<file path="src/rtl/srx_pkg.sv">
package srx_pkg;
  typedef struct packed {
    logic [7:0] data;
    logic       perr;
    logic       ferr;
    logic       brk;
  } rx_item_t;

  typedef enum logic [2:0] {
    S_IDLE, S_START, S_DATA, S_PAR, S_STOP, S_BRKW
  } rx_state_e;
endpackage

</file>
<file path="src/rtl/srx_sync.sv">
module srx_sync #(
  parameter int STAGES = 2
) (
  input  logic clk_i,
  input  logic rst_ni,
  input  logic d_i,
  output logic q_o
);
  logic [STAGES-1:0] sh_q;

  generate
    for (genvar g = 0; g < STAGES; g++) begin : g_stage
      always_ff @(posedge clk_i or negedge rst_ni) begin
        if (!rst_ni) sh_q[g] <= 1'b1;
        else if (g == 0) sh_q[g] <= d_i;
        else sh_q[g] <= sh_q[(g == 0) ? 0 : g-1];
      end
    end
  endgenerate

  assign q_o = sh_q[STAGES-1];
endmodule

</file>
<file path="src/rtl/srx_sampler.sv">
module srx_sampler
  import srx_pkg::*;
(
  input  logic     clk_i,
  input  logic     rst_ni,
  input  logic     tick_i,
  input  logic     rxd_i,
  input  logic [1:0] len_i,
  input  logic     par_en_i,
  input  logic     par_odd_i,
  output logic     push_o,
  output rx_item_t item_o
);
  rx_state_e  state_q;
  logic [3:0] cnt_q;
  logic [2:0] bidx_q;
  logic [7:0] shreg_q;
  logic       pbit_q;
  logic       zero_q;
  logic [2:0] last_bit;
  logic [7:0] aligned;
  logic       perr_c;
  logic       brk_c;
  logic       mid;

  assign last_bit = {1'b0, len_i} + 3'd4;
  assign aligned  = shreg_q >> (2'd3 - len_i);
  assign perr_c   = par_en_i & (pbit_q ^ (^aligned) ^ par_odd_i);
  assign brk_c    = zero_q & ~rxd_i;
  assign mid      = (cnt_q == 4'd15);

  always_ff @(posedge clk_i or negedge rst_ni) begin
    if (!rst_ni) begin
      state_q <= S_IDLE;
      cnt_q   <= '0;
      bidx_q  <= '0;
      shreg_q <= '0;
      pbit_q  <= 1'b0;
      zero_q  <= 1'b0;
      push_o  <= 1'b0;
      item_o  <= '0;
    end else begin
      push_o <= 1'b0;
      if (tick_i) begin
        case (state_q)
          S_IDLE: begin
            cnt_q <= '0;
            if (!rxd_i) state_q <= S_START;
          end
          S_START: begin
            cnt_q <= cnt_q + 4'd1;
            if (cnt_q == 4'd7) begin
              if (rxd_i) state_q <= S_IDLE;  // false start
              else begin
                state_q <= S_DATA;
                cnt_q   <= '0;
                bidx_q  <= '0;
                zero_q  <= 1'b1;
              end
            end
          end
          S_DATA: begin
            cnt_q <= cnt_q + 4'd1;
            if (mid) begin
              shreg_q <= {rxd_i, shreg_q[7:1]};
              zero_q  <= zero_q & ~rxd_i;
              bidx_q  <= bidx_q + 3'd1;
              if (bidx_q == last_bit) state_q <= par_en_i ? S_PAR : S_STOP;
            end
          end
          S_PAR: begin
            cnt_q <= cnt_q + 4'd1;
            if (mid) begin
              pbit_q  <= rxd_i;
              zero_q  <= zero_q & ~rxd_i;
              state_q <= S_STOP;
            end
          end
          S_STOP: begin
            cnt_q <= cnt_q + 4'd1;
            if (mid) begin
              push_o      <= 1'b1;
              item_o.brk  <= brk_c;
              item_o.data <= brk_c ? 8'h00 : aligned;
              item_o.perr <= brk_c ? 1'b0 : perr_c;
              item_o.ferr <= ~rxd_i & ~brk_c;
              state_q     <= brk_c ? S_BRKW : S_IDLE;
            end
          end
          S_BRKW: if (rxd_i) state_q <= S_IDLE;
          default: state_q <= S_IDLE;
        endcase
      end
    end
  end

  p_push_from_stop_r2: assert property (@(posedge clk_i) disable iff (!rst_ni)
    push_o |-> $past(state_q) == S_STOP);
  p_break_entry_r6: assert property (@(posedge clk_i) disable iff (!rst_ni)
    (push_o && item_o.brk) |-> (item_o.data == 8'h00 && !item_o.perr && !item_o.ferr));
  p_brk_wait_r6: assert property (@(posedge clk_i) disable iff (!rst_ni)
    (state_q == S_BRKW) |-> !push_o || item_o.brk);
endmodule

</file>
<file path="src/rtl/srx_fifo.sv">
module srx_fifo #(
  parameter int DEPTH = 64,
  parameter int W     = 11,
  localparam int AW   = $clog2(DEPTH),
  localparam int LW   = AW + 1
) (
  input  logic          clk_i,
  input  logic          rst_ni,
  input  logic          push_i,
  input  logic [W-1:0]  wdata_i,
  input  logic          pop_i,
  output logic [W-1:0]  rdata_o,
  output logic [LW-1:0] level_o,
  output logic          empty_o,
  output logic          full_o,
  output logic          overrun_o
);
  logic [W-1:0]  mem_q [DEPTH];
  logic [AW-1:0] wptr_q, rptr_q;
  logic [LW-1:0] level_q;
  logic          do_wr, do_rd;

  assign empty_o = (level_q == '0);
  assign full_o  = (level_q == LW'(DEPTH));
  assign do_wr   = push_i & ~full_o;
  assign do_rd   = pop_i & ~empty_o;
  assign rdata_o = mem_q[rptr_q];
  assign level_o = level_q;

  always_ff @(posedge clk_i) begin
    if (do_wr) mem_q[wptr_q] <= wdata_i;
  end

  always_ff @(posedge clk_i or negedge rst_ni) begin
    if (!rst_ni) begin
      wptr_q    <= '0;
      rptr_q    <= '0;
      level_q   <= '0;
      overrun_o <= 1'b0;
    end else begin
      overrun_o <= push_i & full_o;
      if (do_wr) wptr_q <= wptr_q + AW'(1);
      if (do_rd) rptr_q <= rptr_q + AW'(1);
      case ({do_wr, do_rd})
        2'b10:   level_q <= level_q + LW'(1);
        2'b01:   level_q <= level_q - LW'(1);
        default: level_q <= level_q;
      endcase
    end
  end

  p_level_max_r7: assert property (@(posedge clk_i) disable iff (!rst_ni)
    level_q <= LW'(DEPTH));
  p_full_hold_r8: assert property (@(posedge clk_i) disable iff (!rst_ni)
    (push_i && full_o && !pop_i) |=> $stable(level_q) && $stable(wptr_q));
  p_overrun_src_r8: assert property (@(posedge clk_i) disable iff (!rst_ni)
    overrun_o |-> $past(full_o));
endmodule

</file>
<file path="src/rtl/srx_timeout.sv">
module srx_timeout #(
  parameter int TO_CHARS = 4,
  parameter int CW       = 12
) (
  input  logic       clk_i,
  input  logic       rst_ni,
  input  logic       tick_i,
  input  logic [1:0] len_i,
  input  logic       par_en_i,
  input  logic       empty_i,
  input  logic       push_i,
  input  logic       pop_i,
  output logic       timeout_o
);
  logic [3:0]    frame_bits;
  logic [CW-1:0] limit;
  logic [CW-1:0] cnt_q;

  // start + data + optional parity + one stop
  assign frame_bits = 4'({2'b0, len_i}) + 4'd7 + 4'({3'b0, par_en_i});
  assign limit      = CW'(TO_CHARS * 16) * CW'(frame_bits);
  assign timeout_o  = ~empty_i & (cnt_q >= limit);

  always_ff @(posedge clk_i or negedge rst_ni) begin
    if (!rst_ni) cnt_q <= '0;
    else if (empty_i || push_i || pop_i) cnt_q <= '0;
    else if (tick_i && cnt_q < limit) cnt_q <= cnt_q + CW'(1);
  end

  p_to_needs_data_r10: assert property (@(posedge clk_i) disable iff (!rst_ni)
    timeout_o |-> !empty_i);
  p_to_clear_r10: assert property (@(posedge clk_i) disable iff (!rst_ni)
    (push_i || pop_i) |=> !timeout_o);
endmodule

</file>
<file path="src/rtl/serial_rx_buf.sv">
module serial_rx_buf
  import srx_pkg::*;
#(
  parameter int DEPTH    = 64,
  parameter int SYNC     = 2,
  parameter int TO_CHARS = 4,
  localparam int LW      = $clog2(DEPTH) + 1
) (
  input  logic          clk_i,
  input  logic          rst_ni,
  input  logic          tick16_i,
  input  logic          rxd_i,
  input  logic [1:0]    len_sel_i,
  input  logic          par_en_i,
  input  logic          par_odd_i,
  input  logic [LW-1:0] trig_lvl_i,
  input  logic          rd_i,
  output logic [7:0]    rd_data_o,
  output logic          rd_perr_o,
  output logic          rd_ferr_o,
  output logic          rd_brk_o,
  output logic          empty_o,
  output logic [LW-1:0] level_o,
  output logic          thresh_o,
  output logic          overrun_o,
  output logic          timeout_o
);
  localparam int IW = $bits(rx_item_t);

  logic     rxd_s;
  logic     push;
  rx_item_t item, head;
  logic     full;

  srx_sync #(.STAGES(SYNC)) u_sync (
    .clk_i(clk_i), .rst_ni(rst_ni), .d_i(rxd_i), .q_o(rxd_s)
  );

  srx_sampler u_smp (
    .clk_i(clk_i), .rst_ni(rst_ni), .tick_i(tick16_i), .rxd_i(rxd_s),
    .len_i(len_sel_i), .par_en_i(par_en_i), .par_odd_i(par_odd_i),
    .push_o(push), .item_o(item)
  );

  srx_fifo #(.DEPTH(DEPTH), .W(IW)) u_fifo (
    .clk_i(clk_i), .rst_ni(rst_ni), .push_i(push), .wdata_i(item),
    .pop_i(rd_i), .rdata_o(head), .level_o(level_o), .empty_o(empty_o),
    .full_o(full), .overrun_o(overrun_o)
  );

  srx_timeout #(.TO_CHARS(TO_CHARS)) u_to (
    .clk_i(clk_i), .rst_ni(rst_ni), .tick_i(tick16_i), .len_i(len_sel_i),
    .par_en_i(par_en_i), .empty_i(empty_o), .push_i(push), .pop_i(rd_i),
    .timeout_o(timeout_o)
  );

  assign rd_data_o = head.data;
  assign rd_perr_o = head.perr;
  assign rd_ferr_o = head.ferr;
  assign rd_brk_o  = head.brk;
  assign thresh_o  = (trig_lvl_i != '0) && (level_o >= trig_lvl_i);

  p_thresh_track_r9: assert property (@(posedge clk_i) disable iff (!rst_ni)
    (thresh_o && !push && !rd_i && trig_lvl_i == $past(trig_lvl_i)) |=> thresh_o);
  p_empty_head_r7: assert property (@(posedge clk_i) disable iff (!rst_ni)
    (empty_o && !push) |=> empty_o);
endmodule

</file>
<file path="config.mk">
export PLATFORM = sky130hd
export DESIGN_NAME = serial_rx_buf
export DESIGN_NICKNAME = d
export VERILOG_FILES = /design/src/rtl/srx_pkg.sv /design/src/rtl/srx_sync.sv /design/src/rtl/srx_sampler.sv /design/src/rtl/srx_fifo.sv /design/src/rtl/srx_timeout.sv /design/src/rtl/serial_rx_buf.sv
export SDC_FILE = /design/constraint.sdc
export NUM_CORES = 1
export LEC_CHECK = 0
export ABC_AREA = 1
export BUFFER_PORTS_ARGS = -buffer_cell sky130_fd_sc_hd__buf_2
export CORE_MARGIN = 2
export CORE_UTILIZATION = 40
export DETAILED_ROUTE_END_ITERATION = 12
export MAX_ROUTING_LAYER = met4
export PLACE_DENSITY = 0.61
export SLEW_MARGIN = 10
export SYNTH_ARGS = -nofsm -noshare
export SYNTH_HDL_FRONTEND = slang
export SYNTH_SLANG_ARGS = --single-unit
</file>
<file path="constraint.sdc">
create_clock -name clk_i -period 7 [get_ports clk_i]
set_input_delay 2.1 -clock clk_i [delete_from_list [all_inputs] [get_ports clk_i]]
set_output_delay 2.1 -clock clk_i [all_outputs]
set_load 0.005 [all_outputs]
</file>
==> flow_metrics.tcl, run 1 <==
set metrics [dict create \
    status "finished clean" \
    grt_antenna_before_repair 0 \
    clockBufferDepth 3 \
    hpwl_mm 44.3 \
    drtAntennaViolNets 0 \
    gp_congestion 0.849 \
    hp-class "register to register" \
    synth_ff_type "edfxtp_1" \
    final-setup-viol-count 0 \
    cts.clk_slew.worst_paths_ps 60 \
    grt.overflow.total 0 \
    synth_cell_type_count 42 \
    critPathMaxFanout 20 \
    clkLatencyLatePin_ps 630 \
    cts_hold_buf 0 \
    finalNetCount 2958 \
    cts_tree "done" \
    antenna_cells 0 \
    cp-end-kind "primary output" \
    async_flop_share_pct 8.57 \
    grt_first_pass_wirelength_mm 122 \
    synth_seq_area_share_pct 70.0 \
    numCtsBuffers 79 \
    ys_seq_elements 770 \
    hp-start "u_sync.sh_q[0]$_DFF_PN1_" \
    die_height_um 289 \
    synth_edf_count 704 \
    clock.fmax_mhz 164 \
    cts_resized 0 \
    relSlewSlack_pct 16.8 \
    rr_startpoint "u_fifo.level_o[0]$_DFFE_PN0P_" \
    avgViaCountPerCell 5.30 \
    fp.dieW_um 289 \
    tns_ps 0 \
    cts-root-buf "clkbuf_16" \
    period_minus_slack_ps 6080 \
    io_buffer_count 37 \
    drtPass1Iterations 5 \
    total_power_mw 13.3 \
    cts_num_sinks 770 \
    dieArea_sq_um 83700 \
    min_period_over_period_pct 86.9 \
    io_pins 38 \
    route.detailed.drc 0 \
    htree_num_levels 3 \
    synth_area_sq_um 32600 \
    wirelength_mm 79.4 \
    grt_start_max_net_pins 183 \
    finalClockSkew_ps 24.9 \
    rsz0062_at_grt "no" \
    synthCells 2925 \
    post_cts_buffers 0 \
    num_vias 21417 \
    power_leakage_nw 14.0 \
    syn_to_final_growth_pct 11.5 \
    synth_nets 2963 \
    crit_path_start_kind "input port" \
    hold_violations 0 \
    tightest_slew_ps 1240 \
    synth_area_per_cell_sq_um 11.1 \
    max-cap-violations 0 \
    whs_ps 355 \
    drive_above_1_share_pct 7.91 \
    start_util_pct 40.4 \
    power_density_nw_per_um2 368 \
    worstPathRequired_ps 4900 \
    grt_pass1_vias 20223 \
    post_drt_wl_per_cell_um 19.6 \
    track_usage_pct 19.6 \
    r2r_slack_ps 3410 \
    rows 104 \
    ys_warn_count 0 \
    vdd_drop_max_mv 0.311 \
    crit_type "input port to primary output" \
    drt_iter0_markers 2023 \
    core_area_sq_um 80500 \
    worstSetupStartpoint "len_sel_i[1]" \
    drv_slew 0 \
    worstPathArrival_ps 3980 \
]
[layer usage]
layer  wire length [um]  global-route usage, %  vias up
li1                   -                      -    10239
met1              35000                   26.8    10323
met2              36600                   29.9      710
met3               5790                   3.88      145
met4               2050                   5.58        0
met5                  0                      -        -
[path summary, 6_finish.rpt]
path | end | cells after the start
worst max-delay path | timeout_o | 9
max in group asynchronous | u_fifo.rptr_q[1]$_DFFE_PN0P_ | 1
worst min register to register | u_sync.q_o$_DFF_PN1_ | 0
worst max register to register | u_fifo.mem_q[57][9]$_DFFE_PP_ | 7
worst min-delay path | u_sync.q_o$_DFF_PN1_ | 0
min in group asynchronous | u_smp.shreg_q[4]$_DFFE_PN0P_ | 1
[final cells by class]
cell class | count | area [sq um]
timing repair buffer | 79 | 566
sequential | 770 | 22800
fill | 7361 | 44200
clock inverter | 39 | 348
tap | 1060 | 1330
multi-input combinational | 1881 | 8630
inverter | 109 | 420
clock buffer | 105 | 2210
[through the flow]
| step | area [sq um] | std cells | setup WS [ps] | util, % |
|---|---|---|---|---|
| after floorplan | 32600 | 2925 | 1460 | - |
| after global placement | 33800 | 3899 | 898 | 41.9 |
| after detailed placement | 33800 | 3899 | 940 | 41.9 |
| after CTS | 36300 | 4043 | 935 | 45.1 |
| after global routing | 36300 | 4043 | 760 | 45.1 |
| final | 36300 | 4043 | 919 | 45.1 |
[registers in the layout, indices dropped and copies added (netlist names)]
register	count
u_fifo.level_o	7
u_fifo.mem_q	704
u_fifo.overrun_o	1
u_fifo.rptr_q	6
u_fifo.wptr_q	6
u_smp.bidx_q	3
u_smp.cnt_q	4
u_smp.item_o	11
u_smp.pbit_q	1
u_smp.push_o	1
u_smp.shreg_q	8
u_smp.state_q	3
u_smp.zero_q	1
u_sync.q_o	1
u_sync.sh_q	1
u_to.cnt_q	12
[critical path, cell delays in order]
cell	delay [ps]
buf_2	290
inv_1	280
ha_1	290
ha_1	290
nand2_1	50
nor2_1	140
o21ai_0	130
a31oi_1	250
buf_2	160
[kinds of logic (layout without fill, tap and decap cells)]
| logic type | Yosys count | count (layout) | synth area share (%) |
|---|---|---|---|
| DFF | 770 | 770 | 70.0 |
| and+or+nand+nor | 1556 | 1556 | 20.4 |
| xor gates and xnor gates | 28 | 28 | 0.753 |
| adders and majority gates | 22 | 22 | 0.845 |
| buffers and inverters | 274 | 332 | 3.59 |
| AOI/OAI and AO/OA | 274 | 274 | 4.43 |
| muxes | 1 | 1 | 0.0307 |
[synth_stat cells (4+ instances only)]
cell	number	share of area (%)
nand4_2	5	0.19
buf_4	5	0.12
inv_2	8	0.092
nor3_1	13	0.20
a21oi_1	63	0.97
o22ai_1	35	0.67
o21ai_1	16	0.25
xor2_1	16	0.43
nand2_1	836	9.6
ha_1	22	0.84
clkbuf_1	43	0.50
xnor2_1	12	0.32
buf_2	92	1.4
edfxtp_1	704	65
o31ai_1	6	0.14
buf_1	23	0.26
nor2_1	171	2.0
inv_1	101	1.2
o21ai_0	149	2.3
dfrtp_1	64	4.9
nand3_1	501	7.7
nor2_2	4	0.077
nand4_1	13	0.25
[power by group]
group          total [mW]  switching (mW)  leakage [nW]  internal (mW)
clock                4.18            1.74          1.25           2.44
sequential           5.21           0.206          8.36           5.00
combinational        3.95            2.84          4.40           1.11
[placed cells by master, fill, tap and decap left out, types with 2 or more instances in the layout]
cell	n
inv_1	101
dfstp_2	2
o31ai_1	6
clkinvlp_4	2
inv_6	3
o21ai_0	149
nand4_2	5
a21oi_1	63
bufinv_16	6
nor4_1	2
xor2_1	16
xnor2_1	12
o22ai_1	35
ha_1	22
clkinv_2	14
dfrtp_1	50
o21ai_1	16
nor2_2	6
buf_12	5
nand2_1	836
buf_4	38
nand3_1	501
clkbuf_1	17
dfrtp_4	3
clkbuf_8	5
edfxtp_1	704
nor3_2	4
nand3b_1	2
buf_2	36
clkinv_1	14
nor3_1	11
dfrtp_2	11
clkbuf_16	83
inv_2	5
nand4_1	13
nor2_1	169
(Power assumes the default switching activity.)
==> run 2, diff against run 1 <==
--- a/config.mk
+++ b/config.mk
@@ -6,12 +6,14 @@
 export NUM_CORES = 1
 export LEC_CHECK = 0
 export ABC_AREA = 1
-export BUFFER_PORTS_ARGS = -buffer_cell sky130_fd_sc_hd__buf_2
 export CORE_MARGIN = 2
 export CORE_UTILIZATION = 40
 export DETAILED_ROUTE_END_ITERATION = 12
+export DONT_BUFFER_PORTS = 1
+export HOLD_SLACK_MARGIN = 0.05
 export MAX_ROUTING_LAYER = met4
-export PLACE_DENSITY = 0.61
+export PLACE_DENSITY = 0.6
+export REMOVE_ABC_BUFFERS = 1
 export SLEW_MARGIN = 10
 export SYNTH_ARGS = -nofsm -noshare
 export SYNTH_HDL_FRONTEND = slang
==> flow_metrics.tcl, run 2 (synthesized netlist as in run 1, its figures left out) <==
set metrics [dict create \
    drive_above_1_share_pct 6.45 \
    reg_top3 "u_fifo.mem_q: 704 flops, u_to.cnt_q: 12 flops, u_smp.item_o: 11 flops" \
    rsz0062_at_grt "no" \
    io_pins 38 \
    max-cap-violations 0 \
    grt_first_pass_wirelength_mm 127 \
    final-setup-viol-count 0 \
    seqCellArea_sq_um 22800 \
    cp-endpoint "rd_ferr_o" \
    cp-end-kind "primary output" \
    worstPathRequired_ps 4900 \
    numCtsBuffers 78 \
    num_vias 21841 \
    crit_type "register to primary output" \
    io_buffer_count 0 \
    min_period_over_period_pct 84.8 \
    dieArea_sq_um 83700 \
    crit_path_start_kind "register" \
    route.detailed.drc 0 \
    cts.clk_slew.worst_paths_ps 60 \
    grt.overflow.total 0 \
    cts_hold_buf 0 \
    post_drt_wl_per_cell_um 20.9 \
    critPathMaxFanout 112 \
    r2r_slack_ps 3560 \
    fill_cells 7311 \
    post_cts_buffers 0 \
    power_leakage_nw 13.8 \
    final_common_cell "nand2_1" \
    worstPathArrival_ps 3840 \
    r2r-end "u_fifo.mem_q[33][8]$_DFFE_PP_" \
    regMostFlops "u_fifo.mem_q" \
    final_cell_mix "nand2_1, edfxtp_1, nand3_1, nor2_1, o21ai_0" \
    hpwl_mm 47.1 \
    clkLatencyLatePin_ps 630 \
    hold_violations 0 \
    hp-class "register to register" \
    cts_resized 0 \
    htree_num_levels 3 \
    setup_ws_ps 1060 \
    fp.dieW_um 289 \
    vdd_drop_max_mv 0.353 \
    drv_slew 0 \
    worstSetupStartpoint "u_fifo.rptr_q[0]$_DFFE_PN0P_" \
    tightest_slew_ps 1340 \
    grt_pass1_vias 21050 \
    track_usage_pct 20.6 \
    clock.fmax_mhz 168 \
    rr_worst_depth 7 \
    antenna_cells 0 \
    power_density_nw_per_um2 366 \
    start_util_pct 40.4 \
    final_cells 3991 \
    largest_reg_flops 704 \
    relSlewSlack_pct 10.9 \
    period_minus_slack_ps 5940 \
    rows 104 \
    clockBufferDepth 3 \
    finalNetCount 2913 \
    post-place-ws_ps 1360 \
    place_inst 3855 \
    syn_to_final_growth_pct 10.5 \
    multi_input_area_sq_um 8630 \
    rr_startpoint "u_fifo.level_o[0]$_DFFE_PN0P_" \
    cts_tree "done" \
    fin_util_pct 44.7 \
    die_height_um 289 \
    drtPass1Iterations 6 \
    avgViaCountPerCell 5.47 \
    drtAntennaViolNets 0 \
    cts_num_sinks 770 \
    tns_ps 0 \
    cts-root-buf "clkbuf_16" \
    grt_start_max_net_pins 210 \
    finalClockSkew_ps 23.6 \
    status "finished clean" \
    wirelength_mm 83.5 \
    gp_congestion 0.853 \
    drt_iter0_markers 2330 \
    core_area_sq_um 80500 \
    grt_antenna_before_repair 3 \
]
==> run 2: final cells by class <==
type | instances | area share (%)
clock buffer | 93 | 5.73
multi-input combinational | 1881 | 24.0
timing repair buffer | 35 | 0.904
clock inverter | 43 | 1.13
tap | 1060 | 3.69
inverter | 109 | 1.16
sequential | 770 | 63.4
==> run 2: routing by layer <==
layer	track usage, %	routed length (um)	up-vias
met5	-	0	-
met4	5.45	1940	0
met3	3.63	6270	134
met2	32.1	39400	833
met1	27.8	35900	10743
li1	-	-	10131
==> run 2: worst min path at each step <==
stage	from	endpoint	slack, ps	depth (start not counted)
6_report	u_sync.sh_q[0]$_DFF_PN1_	u_sync.q_o$_DFF_PN1_	360	0
3_5_place_dp	u_sync.sh_q[0]$_DFF_PN1_	u_sync.q_o$_DFF_PN1_	350	0
4_1_cts	u_sync.sh_q[0]$_DFF_PN1_	u_sync.q_o$_DFF_PN1_	360	0
3_3_place_gp	u_sync.sh_q[0]$_DFF_PN1_	u_sync.q_o$_DFF_PN1_	350	0
2_1_floorplan	u_sync.sh_q[0]$_DFF_PN1_	u_sync.q_o$_DFF_PN1_	350	0
5_1_grt	u_sync.sh_q[0]$_DFF_PN1_	u_sync.q_o$_DFF_PN1_	370	0
==> run 2: power by group <==
group | internal (mW) | total, mW | switching, mW
Sequential | 5.00 | 5.25 | 0.248
Clock | 2.36 | 4.10 | 1.74
Combinational | 1.06 | 3.82 | 2.76
Total | 8.42 | 13.2 | 4.75
==> run 2: worst max-delay path, stage by stage (launching register included) <==
cell	delay [ps]
dfrtp_4	770
inv_8	650
buf_12	410
o21ai_0	160
o22ai_1	160
o21ai_0	110
o21ai_1	340
nand3_1	300
nand2_1	190
==> run 2: metrics by stage <==
| step | total power, mW | area (sq um) | hold slack, ps |
|---|---|---|---|
| detailed placement | 9.11 | 33500 | 351 |
| finish | 13.2 | 36000 | 361 |
| CTS | 13.2 | 36000 | 363 |
| floorplan | 7.87 | 31800 | 345 |
| global route | 13.8 | 36000 | 365 |
| global placement | 9.06 | 33500 | 349 |
==> run 3, diff against run 2 <==
--- a/config.mk
+++ b/config.mk
@@ -12,7 +12,7 @@
 export DONT_BUFFER_PORTS = 1
 export HOLD_SLACK_MARGIN = 0.05
 export MAX_ROUTING_LAYER = met4
-export PLACE_DENSITY = 0.6
+export PLACE_DENSITY = 0.62
 export REMOVE_ABC_BUFFERS = 1
 export SLEW_MARGIN = 10
 export SYNTH_ARGS = -nofsm -noshare
==> constraint.sdc (replaced) <==
create_clock -name clk_i -period 5 [get_ports clk_i]
set_input_delay 1.5 -clock clk_i [delete_from_list [all_inputs] [get_ports clk_i]]
set_output_delay 1.5 -clock clk_i [all_outputs]
set_load 0.005 [all_outputs]
==> flow_metrics.tcl, run 3 (synthesized netlist as in run 1, its figures left out) <==
set metrics [dict create \
    status "finished clean" \
    antenna_cells 0 \
    dieArea_sq_um 83700 \
    syn_to_final_growth_pct 12.9 \
    vdd_drop_max_mv 0.429 \
    whs_ps 359 \
    cts.clk_slew.worst_paths_ps 60 \
    drtPass1Iterations 8 \
    crit_path_top_delay_cell "buf_4" \
    design_area_sq_um 36800 \
    cts_hold_buf 0 \
    worstPathArrival_ps 3250 \
    drive_above_1_share_pct 8.70 \
    crit_buf_inv 1 \
    tightest_slew_ps 1160 \
    cts-root-buf "clkbuf_16" \
    post_cts_buffers 0 \
    largest_reg_flops 704 \
    crit_chain "buf_4 -> nand2_1 -> nand3_1 -> nand3_1 -> nand2_1 -> nand2_1 -> nand3_1 -> nand3_1 -> nand2_1" \
    fp.dieW_um 289 \
    drv_slew 0 \
    hold_violations 0 \
    dpl_cell_area_sq_um 34100 \
    path_delay_family "simple AND/OR/NAND/NOR gates" \
    numCtsBuffers 81 \
    power_leakage_nw 14.2 \
    reg_top3 "u_fifo.mem_q: 704 flops, u_to.cnt_q: 12 flops, u_smp.item_o: 11 flops" \
    rows 104 \
    seqCellArea_sq_um 22800 \
    start_util_pct 40.4 \
    gp_congestion 0.864 \
    min_period_over_period_pct 95.0 \
    num_vias 21657 \
    track_usage_pct 20.1 \
    crit_type "register to primary output" \
    power_density_nw_per_um2 510 \
    hpwl_mm 45.1 \
    relSlewSlack_pct 22.3 \
    final-setup-viol-count 0 \
    post_drt_wl_per_cell_um 20.0 \
    core_area_sq_um 80500 \
    io_buffer_count 0 \
    route.detailed.drc 0 \
    multi_input_area_sq_um 8620 \
    cts_tree "done" \
    critPathMaxFanout 76 \
    grt_start_max_net_pins 119 \
    period_minus_slack_ps 4750 \
    clkLatencyLatePin_ps 640 \
    htree_num_levels 3 \
    io_pins 38 \
    crit_path_start_kind "register" \
    rsz0062_at_grt "no" \
    clock.fmax_mhz 211 \
    drtAntennaViolNets 0 \
    wirelength_mm 81.5 \
    grt.overflow.total 0 \
    slowest_delay_ps 740 \
    finalNetCount 2984 \
    worstPathRequired_ps 3500 \
    cp-end-kind "primary output" \
    cts_num_sinks 770 \
    final_common_cell "nand2_1" \
    final_cell_mix "nand2_1, edfxtp_1, nand3_1, nor2_1, o21ai_0" \
    regMostFlops "u_fifo.mem_q" \
    max-cap-violations 0 \
    cts_resized 0 \
    tns_ps 0 \
    avgViaCountPerCell 5.32 \
    hp-class "register to register" \
    finalClockSkew_ps 39.4 \
    fill_cells 7297 \
    grt_pass1_vias 20820 \
    die_height_um 289 \
    drt_iter0_markers 2393 \
    grt_antenna_before_repair 0 \
    grt_first_pass_wirelength_mm 124 \
    clockBufferDepth 3 \
]
==> run 3: per-layer routing <==
layer  up-vias  track usage, %  wire length, um
met5         -               -                0
met4         0            5.88             2100
met3       146            3.76             5990
met2       740            30.2            37400
met1     10492            27.8            36000
li1      10279               -                -
==> run 3: stage by stage <==
step | setup WS, ps | instances | power [mW] | util (%)
floorplan | -9110 | 2760 | 10.9 | -
global placement | 620 | 3923 | 12.9 | 42.4
detailed placement | 604 | 3923 | 12.9 | 42.4
CTS | 232 | 4071 | 18.9 | 45.6
global route | 52.2 | 4071 | 19.7 | 45.6
finish | 250 | 4071 | 18.8 | 45.6
==> run 3: final cells by class <==
type	count	share of cell area [%]
Inverter	109	1.14
Tap cell	1060	3.61
Clock buffer	102	5.95
Sequential cell	770	62.1
Clock inverter	46	1.26
Timing Repair Buffer	103	2.55
Multi-Input combinational cell	1881	23.4
==> run 3: final timing paths <==
path | slack (ps) | depth (start not counted) | end | start
max in group asynchronous | 4240 | 0 | u_sync.sh_q[0]$_DFF_PN1_ | rst_ni
hold reg to reg | 360 | 0 | u_sync.q_o$_DFF_PN1_ | u_sync.sh_q[0]$_DFF_PN1_
setup reg to reg | 1330 | 6 | u_fifo.mem_q[19][0]$_DFFE_PP_ | u_fifo.level_o[0]$_DFFE_PN0P_
setup / recovery | 250 | 9 | rd_data_o[7] | u_fifo.rptr_q[0]$_DFFE_PN0P_
min in group asynchronous | 580 | 0 | u_smp.item_o[7]$_DFFE_PN0P_ | rst_ni
hold / removal | 360 | 0 | u_sync.q_o$_DFF_PN1_ | u_sync.sh_q[0]$_DFF_PN1_
==> run 3: report_power, final <==
group / leakage (nW) / total [mW] / switching [mW] / internal, mW
clock: 1.29 / 5.96 / 2.48 / 3.48
combinational: 4.59 / 5.56 / 3.96 / 1.60
sequential: 8.36 / 7.24 / 0.226 / 7.01
